--- src/rtl/qbio_pkg.sv ---
package qbio_pkg;
  // Pad flavour: internal weak pull-up present or not
  typedef enum logic {
    PAD_WEAK_PULLUP = 1'b0,
    PAD_OPEN_DRAIN  = 1'b1
  } pad_kind_e;
endpackage

--- src/rtl/qbio_rst_sync.sv ---
module qbio_rst_sync #(
  parameter int unsigned STAGES = 2
) (
  input  logic clk,
  input  logic arst_n,
  output logic rst_n_o
);
  logic [STAGES-1:0] sh_q, sh_d;

  always_comb begin
    sh_d = {sh_q[STAGES-2:0], 1'b1};
  end

  always_ff @(posedge clk or negedge arst_n) begin
    if (!arst_n) sh_q <= '0;
    else         sh_q <= sh_d;
  end

  assign rst_n_o = sh_q[STAGES-1];
endmodule

--- src/rtl/qbio_in_sync.sv ---
module qbio_in_sync #(
  parameter int unsigned WIDTH  = 8,
  parameter int unsigned STAGES = 2
) (
  input  logic             clk,
  input  logic             rst_n,
  input  logic [WIDTH-1:0] pin_i,
  output logic [WIDTH-1:0] sync_o
);
  // Idle value of a pulled-up pin
  localparam logic [WIDTH-1:0] IDLE = {WIDTH{1'b1}};

  logic [WIDTH-1:0] st_q [STAGES];
  logic [WIDTH-1:0] st_d [STAGES];

  for (genvar s = 0; s < STAGES; s++) begin : g_stage
    if (s == 0) begin : g_first
      always_comb st_d[s] = pin_i;
    end else begin : g_next
      always_comb st_d[s] = st_q[s-1];
    end
    always_ff @(posedge clk or negedge rst_n) begin
      if (!rst_n) st_q[s] <= IDLE;
      else        st_q[s] <= st_d[s];
    end
  end

  assign sync_o = st_q[STAGES-1];

  // Cycles since reset release, saturating; used only to qualify the check
  logic [1:0] warm_q, warm_d;
  always_comb warm_d = (warm_q == 2'd3) ? warm_q : warm_q + 2'd1;
  always_ff @(posedge clk or negedge rst_n) begin
    if (!rst_n) warm_q <= '0;
    else        warm_q <= warm_d;
  end

  if (STAGES == 2) begin : g_chk
    // two-stage latency from pad to the read-pin path
    p_sync_lat_r6: assert property (@(posedge clk) disable iff (!rst_n)
      (warm_q == 2'd3) |-> (sync_o == $past(pin_i, 2)));
  end
endmodule

--- src/rtl/qbio_out_latch.sv ---
module qbio_out_latch #(
  parameter int unsigned WIDTH = 8
) (
  input  logic             clk,
  input  logic             rst_n,
  input  logic             wr_en,
  input  logic [WIDTH-1:0] wr_data,
  output logic [WIDTH-1:0] lat_o
);
  localparam logic [WIDTH-1:0] LAT_INIT = {WIDTH{1'b1}};

  logic [WIDTH-1:0] lat_q, lat_d;

  always_comb begin
    lat_d = lat_q;
    if (wr_en) lat_d = wr_data;
  end

  always_ff @(posedge clk or negedge rst_n) begin
    if (!rst_n) lat_q <= LAT_INIT;
    else        lat_q <= lat_d;
  end

  assign lat_o = lat_q;

  // latch keeps its value when not strobed
  p_hold_r2: assert property (@(posedge clk) disable iff (!rst_n)
    !wr_en |=> (lat_o == $past(lat_o)));
  // latch takes the written word when strobed
  p_load_r2: assert property (@(posedge clk) disable iff (!rst_n)
    wr_en |=> (lat_o == $past(wr_data)));
endmodule

--- src/rtl/qbio_padctl.sv ---
module qbio_padctl
  import qbio_pkg::*;
#(
  parameter int unsigned WIDTH    = 8,
  parameter pad_kind_e   PAD_KIND = PAD_WEAK_PULLUP
) (
  input  logic [WIDTH-1:0] lat_i,
  output logic [WIDTH-1:0] pd_o,
  output logic [WIDTH-1:0] pu_o
);
  // A 0 in the latch pulls the pin to ground
  assign pd_o = ~lat_i;

  if (PAD_KIND == PAD_OPEN_DRAIN) begin : g_od
    assign pu_o = '0;
  end else begin : g_pu
    assign pu_o = lat_i;
  end
endmodule

--- src/rtl/qbio_port.sv ---
module qbio_port
  import qbio_pkg::*;
#(
  parameter int unsigned WIDTH       = 8,
  parameter pad_kind_e   PAD_KIND    = PAD_WEAK_PULLUP,
  parameter int unsigned SYNC_STAGES = 2,
  parameter int unsigned RST_STAGES  = 2
) (
  input  logic             clk,
  input  logic             rst_n,
  input  logic             wr_en,
  input  logic [WIDTH-1:0] wr_data,
  input  logic             rd_pin_en,
  input  logic             rd_lat_en,
  output logic [WIDTH-1:0] rd_data,
  input  logic [WIDTH-1:0] pad_in,
  output logic [WIDTH-1:0] pad_pd_en,
  output logic [WIDTH-1:0] pad_pu_en
);
  logic             rst_n_int;
  logic [WIDTH-1:0] lat;
  logic [WIDTH-1:0] pin_sync;

  qbio_rst_sync #(.STAGES(RST_STAGES)) u_rst (
    .clk     (clk),
    .arst_n  (rst_n),
    .rst_n_o (rst_n_int)
  );

  qbio_out_latch #(.WIDTH(WIDTH)) u_lat (
    .clk     (clk),
    .rst_n   (rst_n_int),
    .wr_en   (wr_en),
    .wr_data (wr_data),
    .lat_o   (lat)
  );

  qbio_in_sync #(.WIDTH(WIDTH), .STAGES(SYNC_STAGES)) u_sync (
    .clk    (clk),
    .rst_n  (rst_n_int),
    .pin_i  (pad_in),
    .sync_o (pin_sync)
  );

  qbio_padctl #(.WIDTH(WIDTH), .PAD_KIND(PAD_KIND)) u_pad (
    .lat_i (lat),
    .pd_o  (pad_pd_en),
    .pu_o  (pad_pu_en)
  );

  // Read path: pin level wins over latch when both are strobed
  always_comb begin
    rd_data = '0;
    if (rd_pin_en)      rd_data = pin_sync;
    else if (rd_lat_en) rd_data = lat;
  end

  // pull-down follows the inverse of the written word
  p_pd_follow_r3: assert property (@(posedge clk) disable iff (!rst_n_int)
    wr_en |=> (pad_pd_en == ~$past(wr_data)));

  if (PAD_KIND == PAD_WEAK_PULLUP) begin : g_pu_chk
    // pull-up follows the written word
    p_pu_follow_r4: assert property (@(posedge clk) disable iff (!rst_n_int)
      wr_en |=> (pad_pu_en == $past(wr_data)));
  end

  // latch read returns the word written on the previous edge
  p_rdlat_r7: assert property (@(posedge clk) disable iff (!rst_n_int)
    (rd_lat_en && !rd_pin_en && $past(wr_en) && $past(rst_n_int))
      |-> (rd_data == $past(wr_data)));
endmodule

--- config.mk ---
export PLATFORM = sky130hd
export DESIGN_NAME = qbio_port
export DESIGN_NICKNAME = d
export VERILOG_FILES = /design/src/rtl/qbio_pkg.sv /design/src/rtl/qbio_rst_sync.sv /design/src/rtl/qbio_in_sync.sv /design/src/rtl/qbio_out_latch.sv /design/src/rtl/qbio_padctl.sv /design/src/rtl/qbio_port.sv
export SDC_FILE = /design/constraint.sdc
export NUM_CORES = 1
export LEC_CHECK = 0
export BUFFER_PORTS_ARGS = -buffer_cell sky130_fd_sc_hd__buf_2
export CELL_PAD_IN_SITES_DETAIL_PLACEMENT = 2
export CELL_PAD_IN_SITES_GLOBAL_PLACEMENT = 2
export CORE_MARGIN = 8
export CORE_UTILIZATION = 29
export CTS_CLUSTER_SIZE = 24
export DETAILED_ROUTE_END_ITERATION = 8
export GPL_ROUTABILITY_DRIVEN = 0
export GPL_TIMING_DRIVEN = 0
export PLACE_DENSITY_LB_ADDON = 0.1
export SETUP_SLACK_MARGIN = 0.3
export SYNTH_ARGS = -nofsm -noshare
export SYNTH_HDL_FRONTEND = slang
export SYNTH_SLANG_ARGS = --single-unit
export TNS_END_PERCENT = 30
--- constraint.sdc ---
create_clock -name clk -period 1.67 [get_ports clk]
set_clock_uncertainty 0.2 [all_clocks]
set_input_delay 0.0835 -clock clk [delete_from_list [all_inputs] [get_ports clk]]
set_output_delay 0.0835 -clock clk [all_outputs]
set_load 0.03 [all_outputs]
Word-level counts from Yosys, hierarchy flattened
Cells that the tools add are included.

word-level totals
  register bits after elaboration = 26
  logic and storage cells = 7
  bits in writable memories = 0
  bits in latches = 0
  input port bits = 21
  memories = 0
  output and inout port bits = 24
  bits in read-only memories = 0

cells by class
  reductions and logical operators = 0
  muxes and demuxes = 2
  shift operators = 0
  bitwise gates (word level) = 1
  div/mod/pow operators = 0
  multipliers = 0
  add/subtract/negate cells = 0
  order comparisons = 0
  equality and inequality tests = 0

operators by type and width
  cell              number
  8-bit 2-to-1 mux  2
  8-bit inverter    1

Depth between registers and ports, before layout
Gate-level depths: netlist (run 1).

  depth after elaboration = 2
  mapped depth = 3
  depth with buffers taken out = 2

Hierarchy
A second synthesis (run 1) with hierarchy kept.

unflattened totals
  cells, all modules = 66
  area, all modules = 1008.5 sq um

modules (own cells, without submodules)
  module          cells each  area an instance (sq um)  seq. area each (sq um)  instances
  qbio_in_sync    16          420.4                     420.4                   1
  qbio_out_latch  17          341.6                     210.2                   1
  qbio_port       14          102.6                     0.0                     1
  qbio_padctl     16          90.1                      0.0                     1
  qbio_rst_sync   3           53.8                      50.0                    1

Least setup slack after synthesis (run 1)
OpenSTA, ideal clock, no wires.

  path kind = register to output
  start point = register u_lat.lat_q[6], in the netlist u_lat.lat_o[6]
  end point = output port rd_data[6]
  stages on the path, launching flop included = 3
  data arrival time = 1.363 ns
  setup slack = 0.023 ns
  buffers on the path = 0
  required time = 1.387 ns
  cells stage by stage = dfstp_2 -> nand2_1 -> o21ai_0

on the way
  cells in the longest elaborated chain, start to end = 2

RTL lines
  what                    line                  text
  from (decl)             qbio_out_latch.sv:12  logic [WIDTH-1:0] lat_q, lat_d;
  from (signal assigned)  qbio_out_latch.sv:21  else lat_q <= lat_d;
  8-bit 2-to-1 mux        qbio_port.sv:55       else if (rd_lat_en) rd_data = lat;
  8-bit 2-to-1 mux        qbio_port.sv:54       if (rd_pin_en) rd_data = pin_sync;
  to (decl)               qbio_port.sv:15       output logic [WIDTH-1:0] rd_data,

Every way passes these cells.

Worst setup path in the final report (run 1)
  start point = register u_lat.lat_q[0], in the netlist u_lat.lat_o[0]
  end point = output port rd_data[0]

The elaborated chain is that of the path after synthesis.

==> impl_metrics.env, run 1 <==
export IMPL_synthCells=66
export IMPL_syn_nets=87
export IMPL_violations="hold timing"
export IMPL_path_clk_slew_ps=140
export IMPL_total_power_mw=1.39
export IMPL_yosysWarnings=0
export IMPL_fillerInstances=294
export IMPL_core_area_um2=3030
export IMPL_fin_setup_tns_ps=0
export IMPL_synthToLayoutAreaGrowth_pct=73.1
export IMPL_cts_buffers=3
export IMPL_rsz0062_at_grt="true"
export IMPL_hp_class="in2reg"
export IMPL_worstMarginPinSlew_ps=933
export IMPL_vias=790
export IMPL_arrival_ps=1210
export IMPL_slew_violations=0
export IMPL_die_area_um2=5190
export IMPL_reg2reg_depth=4
export IMPL_slew_headroom=0.378
export IMPL_critical_path_required_ps=1390
export IMPL_fin_crit_ps=1490
export IMPL_overflow=0
export IMPL_synth_seq_cells=26
export IMPL_drt_wl_total_mm=2.94
export IMPL_r2r_slack_ps=450
export IMPL_io_buffers=44
export IMPL_layout_common_cells="buf_2 (34), dlygate4sd3_1 (26), dfstp_2 (24), buf_6 (12), nand2_1 (9)"
export IMPL_startpoint="u_lat.lat_o[0]"
export IMPL_dp_hpwl_mm=1.84
export IMPL_hold_ws_ps=-110
export IMPL_final_nets=165
export IMPL_setup_viol=0
export IMPL_start_kind="flop"
export IMPL_clk_latency_ps=320
export IMPL_vdd_drop_max_mv=0.396
export IMPL_synth_area_um2=911
export IMPL_drt_antenna_violating_nets=0
export IMPL_vias_per_cell=4.22
export IMPL_crit_end="rd_data[0]"
export IMPL_fmax_ghz=0.669
export IMPL_crit_fanout=2
export IMPL_grt_max_degree=25
export IMPL_fp_dieH_um=72.0
export IMPL_fin_area_um2=1580
export IMPL_cts_root_buf="clkbuf_4"
export IMPL_cts_tree="yes"
export IMPL_max_cap_violations=0
export IMPL_grt_pass1_vias=903
export IMPL_end_kind="output port"
export IMPL_critPathKind="reg2out"
export IMPL_synth_cell_types=12
export IMPL_track_usage=0.121
export IMPL_period_share=0.894
export IMPL_cts_buffer_depth=2
export IMPL_ys_seq_area_frac=0.747
export IMPL_place_area_um2=1190
export IMPL_drive_above_1_share=0.594
export IMPL_holdBufCountCts=26
export IMPL_antenna_found_initial=0
export IMPL_floorplan_initialDensity=0.301
export IMPL_grt_pass1_wl_mm=4.78
export IMPL_route_detailed_drc=0
export IMPL_r2r_start="u_lat.lat_o[6]"
export IMPL_avgSynthCellArea_um2=13.8
export IMPL_hold_viol_final=1
export IMPL_antenna_cells=0
export IMPL_leakagePower_nw=0.728
export IMPL_p_per_area_nw_per_um2=879
export IMPL_cts_sinks=26
export IMPL_num_rows=20
export IMPL_die_w_um=72.0
export IMPL_h_tree_depth=1
export IMPL_final_common_cell="buf_2"
export IMPL_ios=45
export IMPL_drt_iter0_drc=17
export IMPL_outcome="complete, but fails checks"
export IMPL_wl_per_cell_um=15.7
export IMPL_timing_rr_end="u_lat.lat_o[6]"
export IMPL_firstDrtPassIters=3
-- per-layer routing --
| layer | share of wire | vias up | global-route usage |
|---|---|---|---|
| li1 | - | 364 | - |
| met1 | 0.36 | 399 | 0.126 |
| met2 | 0.58 | 25 | 0.225 |
| met3 | 0.052 | 2 | 0.0372 |
| met4 | 0.0051 | 0 | 0.0408 |
| met5 | 0 | - | 0 |
-- flip-flops by register name, summed over array words and instances (netlist names) --
signal	count
u_lat.lat_o	8
u_rst.sh_q	2
u_sync.sync_o	8
u_sync.st_d	8
-- worst max-delay path, cell delays in order, from the launching register on --
cell and delay (ps):
dfstp_2 550, nand2_1 40, o21ai_1 130, buf_4 170
-- synthesized netlist by cell type --
| master | n | area share |
|---|---|---|
| nand2_1 | 10 | 0.041 |
| inv_1 | 8 | 0.033 |
| o21ai_0 | 7 | 0.038 |
| conb_1 | 1 | 0.0041 |
| dfstp_2 | 24 | 0.69 |
| dfrtp_1 | 2 | 0.055 |
| nor2b_4 | 1 | 0.015 |
| o21ai_1 | 1 | 0.0055 |
| nand2_2 | 2 | 0.014 |
| a22o_1 | 6 | 0.058 |
| buf_6 | 2 | 0.025 |
| o21ai_2 | 2 | 0.019 |
-- layout make-up --
type,count,area (µm²),share of cell area
plain buffers,2,22.5,0.0143
clock buffers,4,36.3,0.0230
inverters,8,32.5,0.0206
multi-input cells,30,184,0.117
flip-flops and latches,26,681,0.432
well taps,44,55.1,0.0349
repair buffers,73,566,0.359
-- cell families after synthesis --
kind of cell / Yosys count / synth area share
buffers and inverters: 10 / 0.0577
flip-flops: 26 / 0.747
AO/OA/AOI/OAI: 16 / 0.121
AND/OR/NAND/NOR: 13 / 0.0701
other: 1 / 0.00412
-- repair_timing --
item | 4_1_cts | 5_1_grt
pin swaps | 7 | 2
gates resized for setup | 14 | 12
hold endpoints to repair | 18 | 1
buffers inserted | 1 | 2
setup endpoints to repair | 24 | 28
-- where the power goes --
| group | total (mW) | switching (mW) | internal [mW] |
|---|---|---|---|
| Sequential | 0.728 | 0.0303 | 0.698 |
| Clock | 0.315 | 0.182 | 0.133 |
| Combinational | 0.343 | 0.192 | 0.151 |
| Total | 1.39 | 0.404 | 0.982 |
-- metrics by stage --
step	util	setup slack, ps	instances
global placement	0.393	496	154
CTS	0.507	152	185
finish	0.521	176	187
floorplan	-	250	66
global route	0.521	119	187
detailed placement	0.393	501	154
-- how the worst min path moves through the flow --
| stage | start | end | slack, ps | cells past startpoint |
|---|---|---|---|---|
| 2_1_floorplan | rst_n | u_rst.sh_q[0] | -410 | 0 |
| 3_3_place_gp | rst_n | u_rst.sh_q[0] | -330 | 1 |
| 3_5_place_dp | rst_n | u_rst.sh_q[0] | -330 | 1 |
| 4_1_cts | wr_en | u_lat.lat_o[7] | -120 | 3 |
| 5_1_grt | wr_en | u_lat.lat_o[7] | -100 | 3 |
| 6_report | wr_en | u_lat.lat_o[7] | -110 | 3 |
Note: power is estimated with default switching activity, not from simulation.
==> inputs of run 2 (changes only) <==
--- a/config.mk
+++ b/config.mk
@@ -14,5 +14,4 @@
 export DETAILED_ROUTE_END_ITERATION = 8
 export GPL_ROUTABILITY_DRIVEN = 0
-export GPL_TIMING_DRIVEN = 0
 export PLACE_DENSITY_LB_ADDON = 0.1
 export SETUP_SLACK_MARGIN = 0.3
--- a/constraint.sdc
+++ b/constraint.sdc
@@ -3,3 +3,3 @@
 set_input_delay 0.0835 -clock clk [delete_from_list [all_inputs] [get_ports clk]]
 set_output_delay 0.0835 -clock clk [all_outputs]
-set_load 0.03 [all_outputs]
+set_load 0.02 [all_outputs]
==> impl_metrics.env, run 2 (synthesis results as in run 1) <==
export IMPL_ios=45
export IMPL_hold_start="u_rst.sh_q[0]"
export IMPL_core_area_um2=3030
export IMPL_crit_chain="nand2_1 > o21ai_1 > buf_4"
export IMPL_crit_slowest_cell="dfstp_2"
export IMPL_crit_fanout=2
export IMPL_p_per_area_nw_per_um2=852
export IMPL_die_w_um=72.0
export IMPL_route_detailed_drc=0
export IMPL_firstDrtPassIters=2
export IMPL_worst_slack_ps=189
export IMPL_drt_wl_total_mm=2.93
export IMPL_period_share=0.887
export IMPL_cts_root_buf="clkbuf_4"
export IMPL_floorplan_initialDensity=0.301
export IMPL_cts_tree="yes"
export IMPL_io_buffers=44
export IMPL_path_clk_slew_ps=130
export IMPL_hold_viol_final=0
export IMPL_startpoint="u_lat.lat_o[0]"
export IMPL_cts_buffer_depth=2
export IMPL_arrival_ps=1200
export IMPL_reg2reg_depth=4
export IMPL_vias_per_cell=4.15
export IMPL_slew_violations=0
export IMPL_hold_ws_ps=163
export IMPL_end_kind="output port"
export IMPL_r2r_slack_ps=430
export IMPL_dp_hpwl_mm=1.88
export IMPL_rsz0062_at_grt="true"
export IMPL_setup_viol=0
export IMPL_timing_rr_end="u_lat.lat_o[0]"
export IMPL_grt_pass1_vias=942
export IMPL_r2r_start="u_lat.lat_o[0]"
export IMPL_antenna_found_initial=0
export IMPL_leakagePower_nw=0.726
export IMPL_fin_cells=188
export IMPL_grt_max_degree=15
export IMPL_fin_setup_tns_ps=0
export IMPL_dp_slack_ps=493
export IMPL_place_area_um2=1180
export IMPL_clk_latency_ps=310
export IMPL_hp_class="reg2reg"
export IMPL_final_common_cell="buf_2"
export IMPL_max_cap_violations=0
export IMPL_die_area_um2=5190
export IMPL_fin_crit_ps=1480
export IMPL_start_kind="flop"
export IMPL_h_tree_depth=1
export IMPL_drive_above_1_share=0.576
export IMPL_antenna_cells=0
export IMPL_synthToLayoutAreaGrowth_pct=72.0
export IMPL_track_usage=0.122
export IMPL_vdd_drop_max_mv=0.602
export IMPL_fmax_ghz=0.675
export IMPL_cts_sinks=26
export IMPL_path_buf_inv=1
export IMPL_drt_iter0_drc=7
export IMPL_vias=780
export IMPL_crit_cells=3
export IMPL_overflow=0
export IMPL_critical_path_required_ps=1390
export IMPL_crit_end="rd_data[0]"
export IMPL_fin_area_um2=1570
export IMPL_layout_common_cells="buf_2 (35), dlygate4sd3_1 (27), dfstp_2 (24), nand2_1 (10), buf_6 (9)"
export IMPL_critPathKind="reg2out"
export IMPL_cts_buffers=3
export IMPL_cpLargestDelayFamily="flip-flops"
export IMPL_final_nets=166
export IMPL_fp_dieH_um=72.0
export IMPL_slowest_delay_ps=560
export IMPL_dp_cells=154
export IMPL_grt_pass1_wl_mm=4.87
export IMPL_drt_antenna_violating_nets=0
export IMPL_num_rows=20
export IMPL_outcome="finished, final reports clean"
export IMPL_wl_per_cell_um=15.6
==> run 2: cell count changes in the layout (fill, tap and decap cells not counted) <==
cell | previous run | this run
o21ai_1 | 2 | 3
buf_6 | 12 | 9
nand2_1 | 9 | 10
o21ai_2 | 3 | 2
nand2_2 | 3 | 2
buf_4 | 3 | 5
buf_2 | 34 | 35
dlygate4sd3_1 | 26 | 27
==> run 2: final cells by class <==
| class | count | area [µm²] |
|---|---|---|
| inverters | 8 | 32.5 |
| repair buffers | 76 | 584 |
| clock buffers | 4 | 36.3 |
| well taps | 44 | 55.1 |
| fillers | 317 | 1460 |
| multi-input cells | 30 | 178 |
| flip-flops and latches | 26 | 681 |
==> run 2: worst min path at each step <==
stage | endpoint | slack [ps] | cells past startpoint
CTS | u_sync.sync_o[1] | 170 | 0
floorplan | u_rst.sh_q[0] | -410 | 0
finish | u_rst.sh_q[1] | 160 | 0
detailed placement | u_rst.sh_q[0] | -330 | 1
global route | u_sync.sync_o[2] | 170 | 0
global placement | u_rst.sh_q[0] | -320 | 1
==> run 2: layer usage <==
layer,global-route usage,routed length (µm)
met5,0,0
met4,0.0204,15
met3,0.0344,157
met2,0.241,1620
met1,0.123,1130
==> run 2: what timing repair did <==
| item | CTS | global route |
|---|---|---|
| hold endpoints to repair | 18 | 0 |
| setup buffers | 2 | 1 |
| setup endpoints to repair | 16 | 29 |
| pin swaps | 3 | 3 |
| hold buffers | 27 | 0 |
| resized for setup | 7 | 14 |
==> run 2: power by group <==
part	internal (mW)	total, mW	switching (mW)
combinational	0.147	0.307	0.160
sequential	0.698	0.719	0.0210
clock	0.133	0.309	0.176
total	0.979	1.34	0.357
==> run 2: through the flow <==
stage	power [mW]	utilization
after floorplan	0.851	-
after global placement	0.942	0.389
after detailed placement	0.951	0.389
after CTS	1.34	0.501
after global routing	1.41	0.517
final	1.34	0.517
==> run 2: worst reg2reg max path, cell delays in order (launching register included) <==
cell and delay, ps:
dfstp_2 560, buf_6 100, inv_4 30, buf_4 120, o21ai_0 170
